## src/rtl/fgen_pkg.sv

```systemverilog
package fgen_pkg;

  localparam int REG_W       = 32;
  localparam int FIELD_W     = 10;
  localparam int DIV_W       = 8;
  localparam int RATIO_W     = DIV_W + 2;
  localparam int GEN_PER_REG = 3;
  localparam int NUM_REGS    = 2;
  localparam int NUM_GEN     = NUM_REGS * GEN_PER_REG;
  localparam int FIELDS_W    = FIELD_W * GEN_PER_REG;
  localparam int SCALE_POS   = FIELDS_W;
  localparam int NUM_SRC     = 3;
  localparam int ADDR_W      = (NUM_REGS > 1) ? $clog2(NUM_REGS) : 1;

  typedef enum logic [1:0] {
    SRC_CPU  = 2'd0,
    SRC_AUX  = 2'd1,
    SRC_AUX2 = 2'd2
  } src_e;

  typedef struct packed {
    logic               en;
    src_e               src;
    logic [RATIO_W-1:0] ratio;
  } gen_cfg_t;

endpackage

```

## src/rtl/fgen_rst_sync.sv

```systemverilog
module fgen_rst_sync (
  input  logic clk,
  input  logic rst_n,
  output logic rst_sync_n
);

  logic [1:0] sync_q;

  always_ff @(posedge clk or negedge rst_n) begin
    if (!rst_n) sync_q <= 2'b00;
    else        sync_q <= {sync_q[0], 1'b1};
  end

  assign rst_sync_n = sync_q[1];

endmodule

```

## src/rtl/fgen_regs.sv

```systemverilog
module fgen_regs
  import fgen_pkg::*;
#(
  parameter bit EXT_FMT = 1'b1
) (
  input  logic                               clk,
  input  logic                               rst_n,
  input  logic                               we,
  input  logic [ADDR_W-1:0]                  addr,
  input  logic [REG_W-1:0]                   wdata,
  output logic [REG_W-1:0]                   rdata,
  output logic [NUM_REGS-1:0][FIELDS_W-1:0]  fld,
  output logic [NUM_REGS-1:0]                scale
);

  logic [NUM_REGS-1:0][FIELDS_W-1:0] fld_q, fld_d;
  logic [NUM_REGS-1:0]               scale_q;
  logic [NUM_REGS-1:0]               wr_hit;
  logic                              unused_wtop;

  assign unused_wtop = wdata[REG_W-1];

  always_comb begin
    for (int r = 0; r < NUM_REGS; r++) begin
      wr_hit[r] = we && (addr == ADDR_W'(r));
      fld_d[r]  = wdata[FIELDS_W-1:0];
    end
  end

  for (genvar r = 0; r < NUM_REGS; r++) begin : g_word
    always_ff @(posedge clk or negedge rst_n) begin
      if (!rst_n)          fld_q[r] <= '0;
      else if (wr_hit[r])  fld_q[r] <= fld_d[r];
    end

    if (EXT_FMT) begin : g_scale
      always_ff @(posedge clk or negedge rst_n) begin
        if (!rst_n)          scale_q[r] <= 1'b0;
        else if (wr_hit[r])  scale_q[r] <= wdata[SCALE_POS];
      end
    end else begin : g_noscale
      logic unused_scale_bit;
      assign unused_scale_bit = wdata[SCALE_POS];
      assign scale_q[r] = 1'b0;
    end
  end

  always_comb begin
    rdata = '0;
    for (int r = 0; r < NUM_REGS; r++) begin
      if (addr == ADDR_W'(r))
        rdata = {{(REG_W-FIELDS_W-1){1'b0}}, scale_q[r], fld_q[r]};
    end
  end

  assign fld   = fld_q;
  assign scale = scale_q;

endmodule

```

## src/rtl/fgen_field_dec.sv

```systemverilog
module fgen_field_dec
  import fgen_pkg::*;
#(
  parameter bit EXT_FMT = 1'b1
) (
  input  logic [FIELD_W-1:0] fld,
  input  logic               scale,
  output gen_cfg_t           cfg
);

  logic [RATIO_W-1:0] n_plus1;

  assign n_plus1 = RATIO_W'(fld[FIELD_W-1:2]) + RATIO_W'(1);

  if (EXT_FMT) begin : g_ext
    always_comb begin
      cfg.en = (fld[1:0] != 2'b00);
      unique case (fld[1:0])
        2'd1:    cfg.src = SRC_AUX2;
        2'd2:    cfg.src = SRC_CPU;
        2'd3:    cfg.src = SRC_AUX;
        default: cfg.src = SRC_CPU;
      endcase
      cfg.ratio = scale ? n_plus1 : (n_plus1 << 1);
    end
  end else begin : g_leg
    logic unused_leg_scale;
    assign unused_leg_scale = scale;
    always_comb begin
      cfg.en    = fld[1];
      cfg.src   = fld[0] ? SRC_AUX : SRC_CPU;
      cfg.ratio = n_plus1 << 1;
    end
  end

endmodule

```

## src/rtl/fgen_div.sv

```systemverilog
module fgen_div
  import fgen_pkg::*;
(
  input  logic               clk,
  input  logic               rst_n,
  input  gen_cfg_t           req_cfg,
  input  logic [NUM_SRC-1:0] src_stb,
  output logic               gen_stb,
  output logic               gen_clk
);

  gen_cfg_t           act_q, act_d, eff;
  logic [RATIO_W-1:0] cnt_q, cnt_d, cnt_inc;
  logic               stb_q, stb_d, sq_q, sq_d;
  logic               hit, term;

  always_comb begin
    eff = act_q.en ? act_q : req_cfg;
    unique case (eff.src)
      SRC_CPU:  hit = src_stb[0];
      SRC_AUX:  hit = src_stb[1];
      SRC_AUX2: hit = src_stb[2];
      default:  hit = 1'b0;
    endcase
  end

  assign cnt_inc = cnt_q + RATIO_W'(1);
  assign term    = (cnt_q == (eff.ratio - RATIO_W'(1)));

  always_comb begin
    cnt_d = cnt_q;
    act_d = act_q;
    stb_d = 1'b0;
    sq_d  = sq_q;
    if (!req_cfg.en) begin
      cnt_d = '0;
      act_d = req_cfg;
      sq_d  = 1'b0;
    end else begin
      if (!act_q.en) act_d = req_cfg;
      if (hit) begin
        if (term) begin
          cnt_d = '0;
          act_d = req_cfg;
          stb_d = 1'b1;
          sq_d  = ((req_cfg.ratio >> 1) != '0);
        end else begin
          cnt_d = cnt_inc;
          sq_d  = (cnt_inc < (eff.ratio >> 1));
        end
      end
    end
  end

  always_ff @(posedge clk or negedge rst_n) begin
    if (!rst_n) begin
      cnt_q <= '0;
      act_q <= '0;
      stb_q <= 1'b0;
      sq_q  <= 1'b0;
    end else begin
      cnt_q <= cnt_d;
      act_q <= act_d;
      stb_q <= stb_d;
      sq_q  <= sq_d;
    end
  end

  assign gen_stb = stb_q;
  assign gen_clk = sq_q;

endmodule

```

## src/rtl/fgen_bank.sv

```systemverilog
module fgen_bank
  import fgen_pkg::*;
#(
  parameter bit EXT_FMT = 1'b1
) (
  input  logic                clk,
  input  logic                rst_n,
  input  logic                cfg_we,
  input  logic [ADDR_W-1:0]   cfg_addr,
  input  logic [REG_W-1:0]    cfg_wdata,
  output logic [REG_W-1:0]    cfg_rdata,
  input  logic                cpu_pll_stb,
  input  logic                aux_pll_stb,
  input  logic                aux2_pll_stb,
  output logic [NUM_GEN-1:0]  gen_stb,
  output logic [NUM_GEN-1:0]  gen_clk
);

  logic                              rst_sync_n;
  logic [NUM_REGS-1:0][FIELDS_W-1:0] fld;
  logic [NUM_REGS-1:0]               scale;
  logic [NUM_SRC-1:0]                src_vec;
  logic [NUM_GEN-1:0]                gen_en;
  logic                              fmt_ext;
  gen_cfg_t                          cfg [NUM_GEN];

  assign src_vec = {aux2_pll_stb, aux_pll_stb, cpu_pll_stb};
  assign fmt_ext = EXT_FMT;

  fgen_rst_sync u_rst_sync (
    .clk        (clk),
    .rst_n      (rst_n),
    .rst_sync_n (rst_sync_n)
  );

  fgen_regs #(.EXT_FMT(EXT_FMT)) u_regs (
    .clk   (clk),
    .rst_n (rst_sync_n),
    .we    (cfg_we),
    .addr  (cfg_addr),
    .wdata (cfg_wdata),
    .rdata (cfg_rdata),
    .fld   (fld),
    .scale (scale)
  );

  for (genvar g = 0; g < NUM_GEN; g++) begin : g_gen
    localparam int WORD = g / GEN_PER_REG;
    localparam int OFF  = (g % GEN_PER_REG) * FIELD_W;

    fgen_field_dec #(.EXT_FMT(EXT_FMT)) u_dec (
      .fld   (fld[WORD][OFF +: FIELD_W]),
      .scale (scale[WORD]),
      .cfg   (cfg[g])
    );

    assign gen_en[g] = cfg[g].en;

    fgen_div u_div (
      .clk     (clk),
      .rst_n   (rst_sync_n),
      .req_cfg (cfg[g]),
      .src_stb (src_vec),
      .gen_stb (gen_stb[g]),
      .gen_clk (gen_clk[g])
    );
  end

endmodule

```

## config.mk

```make
export PLATFORM = sky130hd
export DESIGN_NAME = fgen_bank
export DESIGN_NICKNAME = d
export VERILOG_FILES = /design/src/rtl/fgen_pkg.sv /design/src/rtl/fgen_rst_sync.sv /design/src/rtl/fgen_regs.sv /design/src/rtl/fgen_field_dec.sv /design/src/rtl/fgen_div.sv /design/src/rtl/fgen_bank.sv
export SDC_FILE = /design/constraint.sdc
export NUM_CORES = 1
export LEC_CHECK = 0
export ABC_AREA = 1
export CORE_MARGIN = 4
export CORE_UTILIZATION = 35
export CTS_BUF_LIST = sky130_fd_sc_hd__clkbuf_16
export DETAILED_ROUTE_END_ITERATION = 8
export DONT_BUFFER_PORTS = 1
export HOLD_SLACK_MARGIN = 0.05
export PLACE_DENSITY_LB_ADDON = 0.2
export SYNTH_ARGS = -nofsm -noshare
export SYNTH_HDL_FRONTEND = slang
export SYNTH_HIERARCHICAL = 1
export SYNTH_SLANG_ARGS = --single-unit
```

## constraint.sdc

```tcl
create_clock -name clk -period 8.6 [get_ports clk]
set_input_delay 0.43 -clock clk [delete_from_list [all_inputs] [get_ports clk]]
set_output_delay 0.43 -clock clk [all_outputs]
set_load 0.01 [all_outputs]
```

# == After elaboration in Yosys (flattened, before gate mapping) ==
# Index checks and enable logic that the tools add are counted.
# classes
addsub,18
order_cmp,6
eq_ne,36
muxes,103
n_bitwise,1
reduce_logical,20
# op_table
operator,count
$mux W10,24
$mux W12,18
$mux W13,12
$add A10 B1 Y10 const B,6
$eq A10 B10 Y1,6
$lt A10 B9 Y1,6
$reduce_bool A10 Y1,6
$sub A10 B1 Y10 const B,6
$add A8 B1 Y9 const B,6
$mux W1,36
$mux W31,1
$eq A2 B1 Y1 const B,12
$eq A2 B2 Y1 const B,12
$pmux W2 S2,6
$pmux W1 S3,6
$logic_not A2 Y1,6
$ne A2 B2 Y1 const B,6
$reduce_bool A2 Y1,6
$logic_and A1 B1 Y1,2
$not A1 Y1,1
# totals
reg_bits,214
in_bits,39
wordCells,225

# == Depth between registers and ports, before layout ==
# logic_depth
depth_word,8
mapped_depth,23
mapped_depth_nobuf,22

# == Hierarchy ==
# Netlist, hierarchy kept.
# modules_own_cells
mod,instances,cells_per_inst,area_per_inst_um2,seq_area_each_um2
fgen_div at g_gen[0].u_div ...,2,335,2178.3,625.6
fgen_div at g_gen[3].u_div ...,2,324,2160.8,625.6
fgen_regs,1,372,2885.3,1551.5
fgen_div at g_gen[5].u_div,1,328,2189.6,625.6
fgen_div at g_gen[2].u_div,1,321,2157.1,625.6
fgen_field_dec,6,55,280.3,0.0
fgen_rst_sync,1,3,53.8,50.0

# == Worst setup path before layout ==
# Ideal clock, no wire load.
# synth_timing
path_kind,reg-to-reg
from,reg u_regs.fld_q (netlist bit u_regs/fld[2])
to,reg g_gen[0].u_div/act_q[4] (netlist bit)
setup_time_ps,117
t_arrival_ps,2536
setup_slack_ps,5947
path_stages_with_launch,21
path_buffers,1
period_less_slack_ps,2653
cell_sequence,dfrtp_1 > ha_1 > nand2_1 > o21ai_0 > inv_1 > nand2_1 > nand2_4 > ha_1 > xor2_1 > nand2_1 > nor2_1 > nand2_1 > nor2_1 > nand3_2 > nor2_4 > nand3_4 > nand2_4 > nand2_4 > buf_6 > nand2_1 > nand2_1
# synth_rtl
item,line,text
start: declaration,fgen_regs.sv:16,"logic [NUM_REGS-1:0][FIELDS_W-1:0] fld_q, fld_d;"
start signal: indexed assignment,fgen_regs.sv:33,else if (wr_hit[r]) fld_q[r] <= fld_d[r];
end signal: assignment,fgen_div.sv:63,act_q <= act_d;
end: declaration,fgen_div.sv:12,"gen_cfg_t act_q, act_d, eff;"

==> results.json <==
{
  "grt-ovfl-total": 0,
  "post_cts_buffers": 0,
  "syn_to_final_growth_pct": 9.42,
  "clkTransAtPathRegs_ps": 60,
  "finalSetupViolations": 0,
  "p_leak_nw": 10.4,
  "gp_congestion": 0.845,
  "crit_chain": "inv_2, or2_2, o21ai_0, inv_1, nand3_1, nand2_1, nor2_1, inv_1, nand2_4, nand2_1, nand2_1",
  "synthArstFlopShare_pct": 100,
  "period_share_pct": 45.0,
  "postRouteAntennaNets": 0,
  "p_total_mw": 4.62,
  "fin_worst_skew_ps": 10.2,
  "yosys_most_used_dff": "dfrtp_1",
  "yosysWarnings": 6,
  "ir_drop_mv": 0.165,
  "power.internal_mw": 2.53,
  "route.detailed.drc": 0,
  "cts_root_buffer": "clkbuf_16",
  "slew_violations": 0,
  "worst-setup-path-type": "flop to flop",
  "power_density_nw_per_um2": 239,
  "synth_top_area_share_pct": 30.3,
  "hold_class": "primary input to asynchronous set/reset pin",
  "combPwrFrac_pct": 45.0,
  "die_area_um2": 54100,
  "cts.path.max_buffers": 3,
  "cap_viol_max_count": 0,
  "grt_max_degree": 163,
  "synth_area_leaders": "dfrtp_1 30%, nand2_1 23%, nand3_1 8.8%, inv_1 6.6%, ha_1 4.7%",
  "final_common_cell": "nand2_1",
  "core_area_um2": 50000,
  "antenna_found_initial": 10,
  "tritoncts": "yes",
  "cpMaxStageDelayCell": "dfrtp_1",
  "nets": 2779,
  "grt_pass1_vias": 15876,
  "clock_latency_ps": 560,
  "layout.cells.non_filler": 3375,
  "ioPinCount": 83,
  "finalHoldViolCount": 0,
  "route.detailed.wl_per_inst_um": 14.3,
  "ys_seq_elements": 214,
  "grt_pass1_wl_mm": 80.5,
  "crit_fanout": 21,
  "dp_cells": 3265,
  "layout_common_cells": "1060 x nand2_1, 314 x inv_1, 311 x nand3_1",
  "synth_fp_nets": 2777,
  "power.switching_mw": 2.09,
  "outcome": "complete, no violations",
  "viasPerCell": 4.88,
  "cp.arrival_ps": 4370,
  "numCtsBuffers": 28,
  "rsz0062_at_grt": "false",
  "ctsHoldBuffers": 51,
  "ys_seq_area_share_pct": 30.3,
  "numClockSinks": 214,
  "drt_pass1_iterations": 5,
  "dieHeight_um": 233,
  "nFillCells": 5283,
  "yosys.area.top_type": "dfrtp_1",
  "synth_edf_count": 0,
  "port_buffers": 0,
  "die_w_um": 233,
  "place_hpwl_mm": 34.7,
  "multi_input_area_um2": 10400,
  "min_period_ps": 3870,
  "max-slew-margin-rel_pct": 39.6,
  "worstMarginPinSlew_ps": 906,
  "vias": 16475,
  "cp.required_ps": 9100,
  "htree_levels": 1,
  "wl_mm": 48.3,
  "max_stage_delay_ps": 890,
  "grtUsageTotal_pct": 17.7,
  "syn-mean-instance-area_um2": 6.60,
  "register_area_um2": 5360,
  "syn-instance-count": 2672,
  "setup_tns_ps": 0,
  "ys_types": 40,
  "start_kind": "flop",
  "switching_share_pct": 45.2,
  "pwr-share-clk_pct": 23.9,
  "crit_top_cell": "nand2_1",
  "pwr-share-seq_pct": 31.1,
  "fmax_mhz": 258,
  "drive_above_1_share_pct": 9.46,
  "cts-resized-gates": 0,
  "rows": 82,
  "drt_iter0_drc": 977,
  "critPathCaptureType": "flop",
  "initial_core_util_pct": 35.3,
  "syn-cell-area_um2": 17600
}
## metrics by stage
stage | utilization, % | hold WS, ps | setup WS (ps) | cell area (um2)
finish | 38.6 | 96.1 | 4730 | 19300
global route | 38.6 | 69.3 | 4260 | 19300
CTS | 38.6 | 58.5 | 4650 | 19300
detailed placement | 35.8 | 134 | 4670 | 17900
global placement | 35.8 | 134 | 4780 | 17900
floorplan | - | 134 | 2190 | 17600
## state kept, by name (all words and copies together), names as in the netlist
name,count
u_regs/scale,2
u_regs/fld,60
g_gen.u_div/act_q,78
u_rst_sync/sync_q,2
g_gen.u_div/gen_stb,6
g_gen.u_div/gen_clk,6
g_gen.u_div/cnt_q,60
## critical path, delay by kind of cell, from the launching register on
kind,cells,cell delay (ps)
AND/OR/NAND/NOR,7,1930
flip-flops,1,890
buffers and inverters,3,860
AO/OA/AOI/OAI,1,110
## final timing paths
check | startpoint | end | slack (ps) | cells after the start
setup / recovery | g_gen[5].u_div/act_q[12]$_DFF_PN0_ | g_gen[5].u_div/act_q[10]$_DFF_PN0_ | 4730 | 11
min in group clk | cfg_addr | u_regs/fld[58]$_DFFE_PN0P_ | 200 | 3
hold / removal | rst_n | u_rst_sync/sync_q[1]$_DFF_PN0_ | 100 | 1
hold reg to reg | u_rst_sync/sync_q[0]$_DFF_PN0_ | u_rst_sync/sync_q[1]$_DFF_PN0_ | 360 | 0
setup reg to reg | g_gen[5].u_div/act_q[12]$_DFF_PN0_ | g_gen[5].u_div/act_q[10]$_DFF_PN0_ | 4730 | 11
max in group asynchronous | u_rst_sync/sync_q[1]$_DFF_PN0_ | u_regs/fld[18]$_DFFE_PN0P_ | 6810 | 1
## power by group through the flow
stage / Sequential, mW / Clock [mW] / Combinational [mW]
2_1_floorplan: 1.38 / 0 / 1.72
3_3_place_gp: 1.45 / 0 / 2.01
3_5_place_dp: 1.46 / 0 / 2.05
4_1_cts: 1.44 / 1.15 / 2.09
5_1_grt: 1.48 / 1.19 / 2.39
6_report: 1.44 / 1.10 / 2.08
## Yosys cell counts, types with 6 or more instances
master	number
a21oi_1	31
buf_2	26
buf_4	14
buf_6	29
clkbuf_1	11
dfrtp_1	214
ha_1	66
inv_1	308
inv_2	21
nand2_1	1060
nand2_2	61
nand2_4	19
nand3_1	311
nand3_2	10
nand3_4	7
nand4_1	79
nor2_1	103
nor2_2	21
nor2_4	27
nor3_1	19
nor3_2	6
nor4_1	14
o21ai_0	51
o21ai_1	9
o21ai_2	21
o21bai_1	14
or2_0	7
or2_2	11
xnor2_1	20
xor2_1	55
## kinds of logic (layout without fill, tap and decap cells)
kind of cell             Yosys count  in the layout  share of synthesized area, %
AND/OR/NAND/NOR                 1762           1762                          45.7
buffers and inverters            419            442                          10.7
flip-flops                       214            214                          30.3
AO/OA/AOI/OAI                    132            132                          4.47
XOR/XNOR                          77             77                          4.01
adder cells (fa/ha/maj)           66             66                          4.68
other                              2             10                        0.0426
## per-layer routing
metal | GRT usage (%) | up-vias | routed length [um]
li1 | - | 8450 | -
met1 | 24.0 | 7659 | 22700
met2 | 28.9 | 307 | 21600
met3 | 4.35 | 53 | 3040
met4 | 3.42 | 6 | 824
met5 | 0 | - | 32
## area by class of cell
cell class	count	share of cell area (%)
sequential	214	27.8
antenna	8	0.104
inverter	335	6.53
timing repair buffer	56	3.01
clock buffer	29	3.76
tap	672	4.35
clock inverter	22	0.629
multi-input combinational	2039	53.9
Power figures use the tool's default switching activity.
